<file path="src/rtl/csi_pkg.sv">
package csi_pkg;
  typedef enum logic [2:0] {
    SQ_IDLE = 3'd0,
    SQ_U    = 3'd1,
    SQ_V    = 3'd2,
    SQ_W    = 3'd3,
    SQ_A    = 3'd4
  } sq_t;

  localparam int NUM_EV  = 2;
  localparam int EV_CONV = 0;
  localparam int EV_ROT  = 1;
endpackage

</file>
<file path="src/rtl/csi_ctrl.sv">
module csi_ctrl #(
  parameter int CTRL_W  = 8,
  parameter int DIV_BIT = 4
) (
  input  logic              clk,
  input  logic              rst_n,
  input  logic              wr,
  input  logic [CTRL_W-1:0] wdata,
  output logic [CTRL_W-1:0] ctrl,
  output logic              sys_ce
);
  logic [CTRL_W-1:0] ctrl_q, ctrl_n;
  logic              tgl_q, tgl_n;

  always_comb begin
    ctrl_n = wr ? wdata : ctrl_q;
    tgl_n  = ~tgl_q;
  end

  always_ff @(posedge clk or negedge rst_n) begin
    if (!rst_n) begin
      ctrl_q <= '0;
      tgl_q  <= 1'b0;
    end else begin
      ctrl_q <= ctrl_n;
      tgl_q  <= tgl_n;
    end
  end

  assign ctrl   = ctrl_q;
  assign sys_ce = ~ctrl_q[DIV_BIT] | tgl_q;
endmodule

</file>
<file path="src/rtl/csi_seq.sv">
module csi_seq
  import csi_pkg::*;
#(
  parameter int AUX_SEL_W = 2,
  localparam int CH_W = AUX_SEL_W + 1
) (
  input  logic                 clk,
  input  logic                 rst_n,
  input  logic                 ce,
  input  logic                 start,
  input  logic                 u_en,
  input  logic                 aux_en,
  input  logic [AUX_SEL_W-1:0] aux_sel,
  input  logic                 ack,
  output logic                 req,
  output logic [CH_W-1:0]      chan,
  output logic                 done
);
  localparam logic [CH_W-1:0] CODE_U = CH_W'(0);
  localparam logic [CH_W-1:0] CODE_V = CH_W'(1);
  localparam logic [CH_W-1:0] CODE_W = CH_W'(2);

  sq_t                  st_q, st_n;
  logic                 aux_en_q, aux_en_n;
  logic [AUX_SEL_W-1:0] sel_q, sel_n;

  always_comb begin
    st_n     = st_q;
    aux_en_n = aux_en_q;
    sel_n    = sel_q;
    done     = 1'b0;
    if (ce) begin
      unique case (st_q)
        SQ_IDLE: if (start) begin
          aux_en_n = aux_en;
          sel_n    = aux_sel;
          st_n     = u_en ? SQ_U : SQ_V;
        end
        SQ_U: if (ack) st_n = SQ_V;
        SQ_V: if (ack) st_n = SQ_W;
        SQ_W: if (ack) begin
          if (aux_en_q) begin
            st_n = SQ_A;
          end else begin
            st_n = SQ_IDLE;
            done = 1'b1;
          end
        end
        SQ_A: if (ack) begin
          st_n = SQ_IDLE;
          done = 1'b1;
        end
        default: st_n = SQ_IDLE;
      endcase
    end
  end

  always_ff @(posedge clk or negedge rst_n) begin
    if (!rst_n) begin
      st_q     <= SQ_IDLE;
      aux_en_q <= 1'b0;
      sel_q    <= '0;
    end else begin
      st_q     <= st_n;
      aux_en_q <= aux_en_n;
      sel_q    <= sel_n;
    end
  end

  always_comb begin
    unique case (st_q)
      SQ_U:    chan = CODE_U;
      SQ_V:    chan = CODE_V;
      SQ_W:    chan = CODE_W;
      SQ_A:    chan = {1'b1, sel_q};
      default: chan = CODE_U;
    endcase
  end

  assign req = (st_q != SQ_IDLE);
endmodule

</file>
<file path="src/rtl/csi_irq.sv">
module csi_irq #(
  parameter int NEV = 2
) (
  input  logic           clk,
  input  logic           rst_n,
  input  logic           ce,
  input  logic [NEV-1:0] ev,
  input  logic [NEV-1:0] en,
  input  logic           lvl,
  input  logic           rd,
  output logic [NEV-1:0] flags,
  output logic           irq_n
);
  logic [NEV-1:0] fire;
  logic [NEV-1:0] flag_q, flag_n;
  logic           pls_q, pls_n;

  for (genvar i = 0; i < NEV; i++) begin : g_ev
    always_comb begin
      fire[i]   = ev[i] & en[i] & ce;
      flag_n[i] = (flag_q[i] & ~rd) | fire[i];
    end
  end

  always_comb begin
    pls_n = ce ? (|fire) : pls_q;
  end

  always_ff @(posedge clk or negedge rst_n) begin
    if (!rst_n) begin
      flag_q <= '0;
      pls_q  <= 1'b0;
    end else begin
      flag_q <= flag_n;
      pls_q  <= pls_n;
    end
  end

  assign flags = flag_q;
  assign irq_n = lvl ? ~(|flag_q) : ~pls_q;
endmodule

</file>
<file path="src/rtl/conv_seq_irq.sv">
module conv_seq_irq
  import csi_pkg::*;
#(
  parameter int AUX_SEL_W = 2,
  localparam int CH_W   = AUX_SEL_W + 1,
  localparam int CTRL_W = AUX_SEL_W + 6
) (
  input  logic              clk,
  input  logic              rst_n,
  input  logic              ctrl_wr,
  input  logic [CTRL_W-1:0] ctrl_wdata,
  input  logic              stat_rd,
  output logic [1:0]        stat_rdata,
  input  logic              cyc_start,
  output logic              conv_req,
  output logic [CH_W-1:0]   conv_chan,
  input  logic              conv_ack,
  input  logic              rot_done,
  output logic              irq_n,
  output logic              sys_ce
);
  localparam int B_UEN  = AUX_SEL_W;
  localparam int B_AEN  = AUX_SEL_W + 1;
  localparam int B_DIV  = AUX_SEL_W + 2;
  localparam int B_CIEN = AUX_SEL_W + 3;
  localparam int B_RIEN = AUX_SEL_W + 4;
  localparam int B_LVL  = AUX_SEL_W + 5;

  logic              rs_meta, rs_sync;
  logic [CTRL_W-1:0] ctrl;
  logic              seq_done;
  logic [NUM_EV-1:0] ev, en;

  always_ff @(posedge clk or negedge rst_n) begin
    if (!rst_n) begin
      rs_meta <= 1'b0;
      rs_sync <= 1'b0;
    end else begin
      rs_meta <= 1'b1;
      rs_sync <= rs_meta;
    end
  end

  csi_ctrl #(.CTRL_W(CTRL_W), .DIV_BIT(B_DIV)) u_ctrl (
    .clk(clk), .rst_n(rs_sync), .wr(ctrl_wr), .wdata(ctrl_wdata),
    .ctrl(ctrl), .sys_ce(sys_ce)
  );

  csi_seq #(.AUX_SEL_W(AUX_SEL_W)) u_seq (
    .clk(clk), .rst_n(rs_sync), .ce(sys_ce), .start(cyc_start),
    .u_en(ctrl[B_UEN]), .aux_en(ctrl[B_AEN]), .aux_sel(ctrl[AUX_SEL_W-1:0]),
    .ack(conv_ack), .req(conv_req), .chan(conv_chan), .done(seq_done)
  );

  always_comb begin
    ev          = '0;
    en          = '0;
    ev[EV_CONV] = seq_done;
    ev[EV_ROT]  = rot_done;
    en[EV_CONV] = ctrl[B_CIEN];
    en[EV_ROT]  = ctrl[B_RIEN];
  end

  csi_irq #(.NEV(NUM_EV)) u_irq (
    .clk(clk), .rst_n(rs_sync), .ce(sys_ce), .ev(ev), .en(en),
    .lvl(ctrl[B_LVL]), .rd(stat_rd), .flags(stat_rdata), .irq_n(irq_n)
  );
endmodule

</file>
<file path="config.mk">
export PLATFORM = sky130hd
export DESIGN_NAME = conv_seq_irq
export DESIGN_NICKNAME = d
export VERILOG_FILES = /design/src/rtl/csi_pkg.sv /design/src/rtl/csi_ctrl.sv /design/src/rtl/csi_seq.sv /design/src/rtl/csi_irq.sv /design/src/rtl/conv_seq_irq.sv
export SDC_FILE = /design/constraint.sdc
export NUM_CORES = 1
export LEC_CHECK = 0
export BUFFER_PORTS_ARGS = -buffer_cell sky130_fd_sc_hd__buf_2
export CAP_MARGIN = 20
export CORE_MARGIN = 5
export CORE_UTILIZATION = 50
export CTS_CLUSTER_SIZE = 16
export DETAILED_ROUTE_END_ITERATION = 10
export PLACE_DENSITY = 0.83
export SLEW_MARGIN = 20
export SYNTH_ARGS = -nofsm -noshare
export SYNTH_HDL_FRONTEND = slang
export SYNTH_SLANG_ARGS = --single-unit
</file>
<file path="constraint.sdc">
create_clock -name clk -period 1.38 [get_ports clk]
set_clock_uncertainty 0.2 [all_clocks]
set_input_delay 0 -clock clk [delete_from_list [all_inputs] [get_ports clk]]
set_output_delay 0 -clock clk [all_outputs]
set_load 0.02 [all_outputs]
</file>
; ---- After elaboration in Yosys (flattened, before gate mapping)
; Index checks and enable logic that the tools add are counted.
[totals]
register_bits = 20
inputBits = 15
elab_cells = 53
[classes]
n_eq_ne = 9
mux = 15
n_bitwise = 14
reduce_logical = 6
[op_table]
columns = op, count
row1 = $mux W3, 6
row2 = $pmux W3 S5, 1
row3 = $ne A2 B2 Y1 const B, 5
row4 = $pmux W3 S3, 1
row5 = $and A1 B1 Y1, 6
row6 = $eq A3 B2 Y1 const B, 2
row7 = $reduce_and A6 Y1, 1
row8 = $mux W1, 5
row9 = $not A1 Y1, 5
row10 = $reduce_or A2 Y1, 2
row11 = $eq A3 B1 Y1 const B, 1
row12 = $eq A3 B3 Y1 const B, 1
row13 = $logic_not A3 Y1, 1
row14 = $or A1 B1 Y1, 3
row15 = $reduce_and A3 Y1, 1
row16 = $reduce_bool A3 Y1, 1
row17 = $mux W2, 1
row18 = $pmux W1 S2, 1

; ---- Longest topological paths before layout
; Gate-level depths: netlist of run 1.
[depth]
word_depth = 7
mapped_depth = 4
ltp_nobuf = 4

; ---- By module
; From an unflattened synthesis of run 1, not the netlist that was laid out.
[hier_totals]
hier_cells = 75
hier_area_um2 = 953.4
[modules_own_cells]
columns = module, instances, cells_each, area_each_um2
row1 = csi_seq, 1, 38, 401.6
row2 = csi_ctrl, 1, 20, 366.6
row3 = csi_irq, 1, 14, 131.4
row4 = conv_seq_irq, 1, 3, 53.8

; ---- Worst setup path after synthesis of run 1
; OpenSTA, ideal clock, no wires.
[synth_path]
path_kind = reg2reg
from = register u_seq.st_q[2]
to = register u_seq.aux_en_q
setup_ns = 0.125
arrival_ns = 1.610
path_slack_ns = -0.555
path_stages_with_launch = 5
path_buffers = 1
path_cell_list = dfrtp_1 > buf_6 > or3_4 > or3b_4 > mux2_4
[synth_via]
elab_chain_cells = 2
[synth_lines]
columns = item, line_no
row1 = from (decl), csi_seq.sv:23  ; sq_t st_q, st_n;
row2 = from (signal assigned), csi_seq.sv:64  ; st_q <= st_n;
row3 = $logic_not A3 Y1, csi_seq.sv:33  ; unique case (st_q)
row4 = $reduce_and A3 Y1 (no source line), n/a
row5 = to (signal assigned), csi_seq.sv:65  ; aux_en_q <= aux_en_n;
row6 = to (decl), csi_seq.sv:24  ; logic aux_en_q, aux_en_n;
; Every way passes these cells.
; A chain may end at the register's enable or synchronous reset.

; ---- Worst setup path in the final report of run 1
[layout_path]
from = register u_seq.st_q[1]
to = register u_seq.aux_en_q
; The elaborated chain is that of the path after synthesis.

==> results of run 1 <==
==> flip-flops by register name, summed over array words and instances, names as in the netlist <==
signal,flops
rs_meta,1
rs_sync,1
u_ctrl.ctrl,8
u_ctrl.tgl_q,1
u_irq.flags,2
u_irq.pls_q,1
u_seq.aux_en_q,1
u_seq.sel_q,2
u_seq.st_q,3
==> worst max-delay path by stage <==
stage | from | endpoint | cells past startpoint
global route | u_seq.st_q[1] | u_seq.aux_en_q | 3
finish | u_seq.st_q[1] | u_seq.aux_en_q | 3
CTS | u_seq.st_q[2] | u_seq.aux_en_q | 3
detailed placement | u_seq.st_q[2] | u_seq.sel_q[1] | 3
global placement | u_seq.st_q[2] | u_seq.sel_q[1] | 3
floorplan | u_seq.st_q[2] | u_seq.aux_en_q | 4
==> cell type report <==
| class | count | area (um^2) |
|---|---|---|
| fillers | 97 | 303 |
| inverters | 5 | 23.8 |
| flip-flops and latches | 20 | 500 |
| multi-input cells | 48 | 438 |
| well taps | 25 | 31.3 |
| repair buffers | 49 | 394 |
| clock buffers | 4 | 36.3 |
==> what timing repair did <==
| action | CTS | global route |
|---|---|---|
| pin swaps | 2 | 8 |
| hold buffers | 15 | 0 |
| resized for setup | 19 | 18 |
| setup buffers | 5 | 3 |
| hold endpoints to repair | 16 | 0 |
| endpoints found under the setup margin | 12 | 13 |
==> layout by cell type (no fill, tap or decap) <==
cell type / count
nand2_4: 1
o21ai_0: 1
conb_1: 1
nor2b_4: 1
o22ai_1: 1
nor3_4: 1
nor3_2: 1
clkbuf_8: 1
buf_8: 1
nand3b_1: 2
a22o_1: 2
nand2_1: 3
or3b_4: 1
mux2_4: 3
or2_4: 1
inv_1: 3
nor2_4: 1
o21ai_2: 2
o21ai_1: 4
inv_6: 1
or3_4: 1
buf_4: 8
buf_6: 7
nand3_1: 3
inv_2: 1
a211oi_2: 1
o22ai_2: 1
nor2_1: 1
nand2b_1: 2
a21oi_1: 1
nand2_2: 1
a2bb2oi_2: 1
dfrtp_1: 20
dlygate4sd3_1: 15
mux2_2: 9
nor3b_4: 1
clkbuf_4: 3
buf_2: 18
==> synth_stat cells <==
| cell type | count |
|---|---|
| clkbuf_1 | 2 |
| nand3b_1 | 2 |
| a2bb2oi_1 | 1 |
| buf_6 | 1 |
| a21oi_1 | 1 |
| a22o_1 | 2 |
| o22ai_1 | 2 |
| nor2_1 | 2 |
| nand2_1 | 5 |
| nor2b_1 | 1 |
| conb_1 | 1 |
| nor3_1 | 2 |
| dfrtp_1 | 20 |
| or2_2 | 1 |
| nand2b_1 | 2 |
| mux2_4 | 3 |
| nand3_1 | 3 |
| mux2_2 | 9 |
| nor3b_1 | 1 |
| o21ai_0 | 7 |
| or3_4 | 1 |
| inv_1 | 5 |
| buf_2 | 1 |
| a211oi_1 | 1 |
| or3b_4 | 1 |
==> cells by family after synthesis <==
| group | count (synthesis) | share of synthesized area |
|---|---|---|
| buffers and inverters | 9 | 0.0472 |
| multiplexers | 12 | 0.162 |
| AND/OR/NAND/NOR | 21 | 0.135 |
| AO/OA/AOI/OAI | 14 | 0.0958 |
| flip-flops | 20 | 0.556 |
| other | 1 | 0.00416 |
==> through the flow <==
step                      cell area (um^2)  hold WS (ns)  TNS (ns)
after detailed placement              1080        -0.412     -1.35
after floorplan                        913        -0.496     -1.69
after global routing                  1420        0.0349     -2.97
final                                 1420       0.00685     -2.40
after global placement                1080        -0.414     -1.23
after CTS                             1350       0.00733     -1.75
==> critical path, stage by stage (launching register included) <==
cell	delay (ns)
dfrtp_1	0.41
or3_4	0.38
or3b_4	0.42
mux2_4	0.31
==> per-layer routing <==
layer	track usage	part of all wire	up-vias
met4	0.0894	0.019	0
met3	0.0399	0.043	6
met2	0.347	0.54	28
met1	0.247	0.40	383
li1	-	-	364
met5	0	0	-
==> power groups by stage <==
stage,clock [mW],combinational [mW],sequential (mW)
after floorplan,0,0.494,0.779
final,0.345,1.07,0.797
after detailed placement,0,0.711,0.790
after global placement,0,0.691,0.780
after global routing,0.382,1.14,0.810
after CTS,0.343,0.889,0.785
==> reports/metrics.yaml, run 1 <==
status: "complete, but fails checks"
violations: "negative setup slack"
area_delta_synth_final_pct: 58.1
pwr-share-seq: 0.360
hp-class: "register to async pin"
place_inst: 127
insertion_delay_ns: 0.31
r2r_cells: 3
wl_um: 2510
rsz0062_at_grt: "yes"
netlist-cell-type-count: 25
setup_viol: 12
fin_ws_ns: -0.452
grt_pass1_wl_um: 3930
grt_max_degree: 19
htreeDepth: 1
port_buffers: 22
vias: 781
p_sw_mw: 0.788
ir_drop_mv: 1.06
rows: 15
cts_max_path_buffers: 2
post-route-util: 0.825
synth_area_leader_cell: "dfrtp_1"
drt-vias-per-instance: 5.17
final_cells: 151
ys_seq_elements: 20
n_antenna_cell: 0
place_congestion: 0.865
grt.overflow.total: 0
tritoncts: "built"
path_max_fanout: 3
fmax_mhz: 546
numCtsBuffers: 3
grt_pass1_vias: 820
r2r_start: "u_seq.st_q[1]"
nets: 142
track_usage: 0.204
yosys-top-cells-area: "dfrtp_1, mux2_2, mux2_4, o21ai_0, inv_1"
post-place-ws_ns: -0.415
drc: 0
hpwl_um: 1330
power_frac_comb: 0.485
startpoint_type: "register"
hold_violations: 0
reg2reg_slack_ns: -0.45
synth_cells: 77
ant_nets: 0
io_pins: 23
syn_area_per_cell_um2: 11.7
p_per_area_nw_per_um2: 1560
swShare: 0.355
drv_cap: 0
avgRoutedWirePerCell_um: 16.6
min_period_over_period: 1.33
antenna_found_initial: 0
clkPwrFrac: 0.156
initial_core_util: 0.522
syn-num-nets: 92
fp.dieH_um: 52.4
first_iter_violations: 14
root_buffer: "clkbuf_4"
fin_crit_ns: 1.83
yosysWarningCount: 0
critPathKind: "register to register"
p_total_mw: 2.22
syn_area_um2: 901
die_w_um: 52.4
layout-drive-gt1-share: 0.532
cts.sinks: 20
coreArea_um2: 1730
dr.pass1.iters: 4
clk_pin_slew_worst_paths_ns: 0.12
required_ns: 1.37
p_int_mw: 1.43
dieArea_um2: 2750
r2r_end: "u_seq.aux_en_q"
synth-seq-area-share: 0.556
crit_path_end_kind: "register"
netlist.area_leader.share: 0.556
crit_arrival_ns: 1.83
leakage_nw: 0.662
slew_violations: 0
(Power assumes the default switching activity.)
==> run 2: changes to the inputs <==
Clock period 1.38 ns to 1.7 ns, I/O delays scaled along.
==> run 2 against run 1 <==
Critical endpoint is now u_seq.sel_q[0]. Sequential power down 20%. Register-to-register slack improved by 0.34 ns. Worst setup slack better by 0.34 ns. Sequential share of layout area rose by 2.9 points. Power shrank 32%. Die area stayed put. Combinational power fell by 44%. Routed wire length is 21% lower. Highest routed layer unchanged. Cell count is the same. Count of clock-buffer cells in the layout unchanged. The run still ends with negative setup slack left.
==> reports/metrics.yaml, run 2 (synthesis results as in run 1) <==
leakage_nw: 0.617  # was 0.662 nW
r2r_end: "u_seq.sel_q[0]"  # was u_seq.aux_en_q
cp-endpoint: "u_seq.sel_q[0]"  # was u_seq.aux_en_q
hp-class: "register to async pin"  # unchanged
drv_cap: 0  # unchanged
layout-drive-gt1-share: 0.376  # was 0.532
path_max_fanout: 3  # unchanged
fp.dieH_um: 52.4  # unchanged
startpoint_type: "register"  # unchanged
swShare: 0.330  # was 0.355
initial_core_util: 0.522  # unchanged
port_buffers: 22  # unchanged
fin_crit_ns: 1.81  # was 1.83 ns
use_met3: 0.0342  # was 0.0399
crit_arrival_ns: 1.81  # was 1.83 ns
tritoncts: "built"  # unchanged
startpoint: "u_seq.st_q[2]"  # was u_seq.st_q[1]
critPathMaxStageDelay_ns: 0.41  # was 0.42 ns
ir_drop_mv: 0.833  # was 1.06 mV
p_total_mw: 1.52  # was 2.22 mW
reg2reg_slack_ns: -0.11  # was -0.45 ns
p_sw_mw: 0.500  # was 0.788 mW
post-route-util: 0.762  # was 0.825
insertion_delay_ns: 0.30  # was 0.31 ns
ant_nets: 0  # unchanged
relSlewSlack: 0.514
fin_ws_ns: -0.111  # was -0.452 ns
place_congestion: 0.864  # was 0.865
final_cells: 151  # unchanged
cp.depth: 3  # unchanged
drc: 0  # unchanged
clk_pin_slew_worst_paths_ns: 0.11  # was 0.12 ns
setup_viol: 3  # was 12
required_ns: 1.69  # was 1.37 ns
grt_pass1_vias: 792  # was 820
antenna_found_initial: 0  # unchanged
design_area_um2: 1320  # was 1420 um^2
p_per_area_nw_per_um2: 1150  # was 1560 nW/um^2
critPathKind: "register to register"  # unchanged
violations: "negative setup slack"  # unchanged
numCtsBuffers: 3  # unchanged
cp_cell_sequence: "or3_4, or3b_4, mux2_4"  # unchanged
met1_usage: 0.206  # was 0.247
pwr-share-seq: 0.422  # was 0.360
hpwl_um: 1380  # was 1330 um
grt_max_degree: 19  # unchanged
cts_max_path_buffers: 2  # unchanged
htreeDepth: 1  # unchanged
layout_common_cells: "dlygate4sd3_1, buf_2, dfrtp_1"  # was dfrtp_1, buf_2, dlygate4sd3_1
busiest_layer: "met2"  # unchanged
crit_slowest_cell: "or3b_4"  # unchanged
track_usage: 0.176  # was 0.204
status: "complete, but fails checks"  # unchanged
r2r_cells: 3  # unchanged
path_delay_family: "simple AND/OR/NAND/NOR gates"  # unchanged
vias: 772  # was 781
dr.pass1.iters: 4  # unchanged
grt_pass1_wl_um: 3440  # was 3930 um
hold_violations: 0  # unchanged
global_route.usage.met2: 0.293  # was 0.347
coreArea_um2: 1730  # unchanged
rsz0062_at_grt: "yes"  # unchanged
post-place-ws_ns: -0.0928  # was -0.415 ns
post_cts_buffers: 0  # was 5
slew_violations: 0  # unchanged
worst-slew-pin-transition_ns: 0.729
grt.overflow.total: 0  # unchanged
root_buffer: "clkbuf_4"  # unchanged
min_period_over_period: 1.07  # was 1.33
place_inst: 124  # was 127
rows: 15  # unchanged
area_delta_synth_final_pct: 46.0  # was 58.1%
clkPwrFrac: 0.181  # was 0.156
first_iter_violations: 7  # was 14
avgRoutedWirePerCell_um: 13.1  # was 16.6 um
r2r_start: "u_seq.st_q[2]"  # was u_seq.st_q[1]
largest_register_ff_count: 8  # unchanged
io_pins: 23  # unchanged
cp_num_buf_inv: 0  # unchanged
power_frac_comb: 0.398  # was 0.485
wl_um: 1980  # was 2510 um
postPlaceCellArea_um2: 1050  # was 1080 um^2
nets: 141  # was 142
cts.sinks: 20  # unchanged
p_int_mw: 1.02  # was 1.43 mW
dieArea_um2: 2750  # unchanged
crit_path_end_kind: "register"  # unchanged
fmax_mhz: 552  # was 546 MHz
drt-vias-per-instance: 5.11  # was 5.17
die_w_um: 52.4  # unchanged
==> run 2: layout make-up <==
type,instances,area [um^2]
fill,121,412
timing repair buffer,48,360
clock buffer,4,36.3
tap,25,31.3
inverter,5,18.8
sequential,20,500
multi-input combinational,48,365
antenna,1,2.50
==> run 2: how the worst min path moves through the flow <==
stage / cells after the start / start / slack [ns] / end
floorplan: 0 / rst_n / -0.50 / rs_meta
global placement: 1 / rst_n / -0.42 / rs_meta
detailed placement: 1 / rst_n / -0.41 / rs_meta
CTS: 0 / rs_sync / 0.13 / u_ctrl.ctrl[5]
global route: 0 / rs_sync / 0.17 / u_ctrl.ctrl[7]
finish: 0 / rs_sync / 0.10 / u_ctrl.tgl_q
==> run 2: per-layer routing <==
metal  up-vias  wire length (um)
li1        365                 -
met1       371               783
met2        30              1020
met3         6               124
met4         0                56
met5         -                 0
==> run 2: worst register-to-register path, delay by kind of cell (launching register included) <==
family	cells	cell delay, ns
muxes	1	0.31
DFF	1	0.40
and+or+nand+nor	2	0.80
==> run 2: power groups by stage <==
| stage | combinational (mW) | clock (mW) | sequential (mW) |
|---|---|---|---|
| after global placement | 0.525 | 0 | 0.640 |
| after floorplan | 0.393 | 0 | 0.632 |
| final | 0.603 | 0.274 | 0.639 |
| after CTS | 0.599 | 0.280 | 0.639 |
| after global routing | 0.659 | 0.310 | 0.654 |
| after detailed placement | 0.547 | 0 | 0.649 |
==> run 2: repair_timing <==
action	in CTS	in global routing
setup endpoints to repair	3	7
hold buffers	22	0
endpoints found under the hold margin	16	0
gates resized for setup	0	2
==> run 2: metrics by stage <==
| stage | hold slack (ns) | setup TNS (ns) |
|---|---|---|
| after floorplan | -0.496 | -0.706 |
| final | 0.102 | -0.327 |
| after CTS | 0.128 | -0.314 |
| after global routing | 0.172 | -0.440 |
| after global placement | -0.415 | -0.206 |
| after detailed placement | -0.409 | -0.265 |
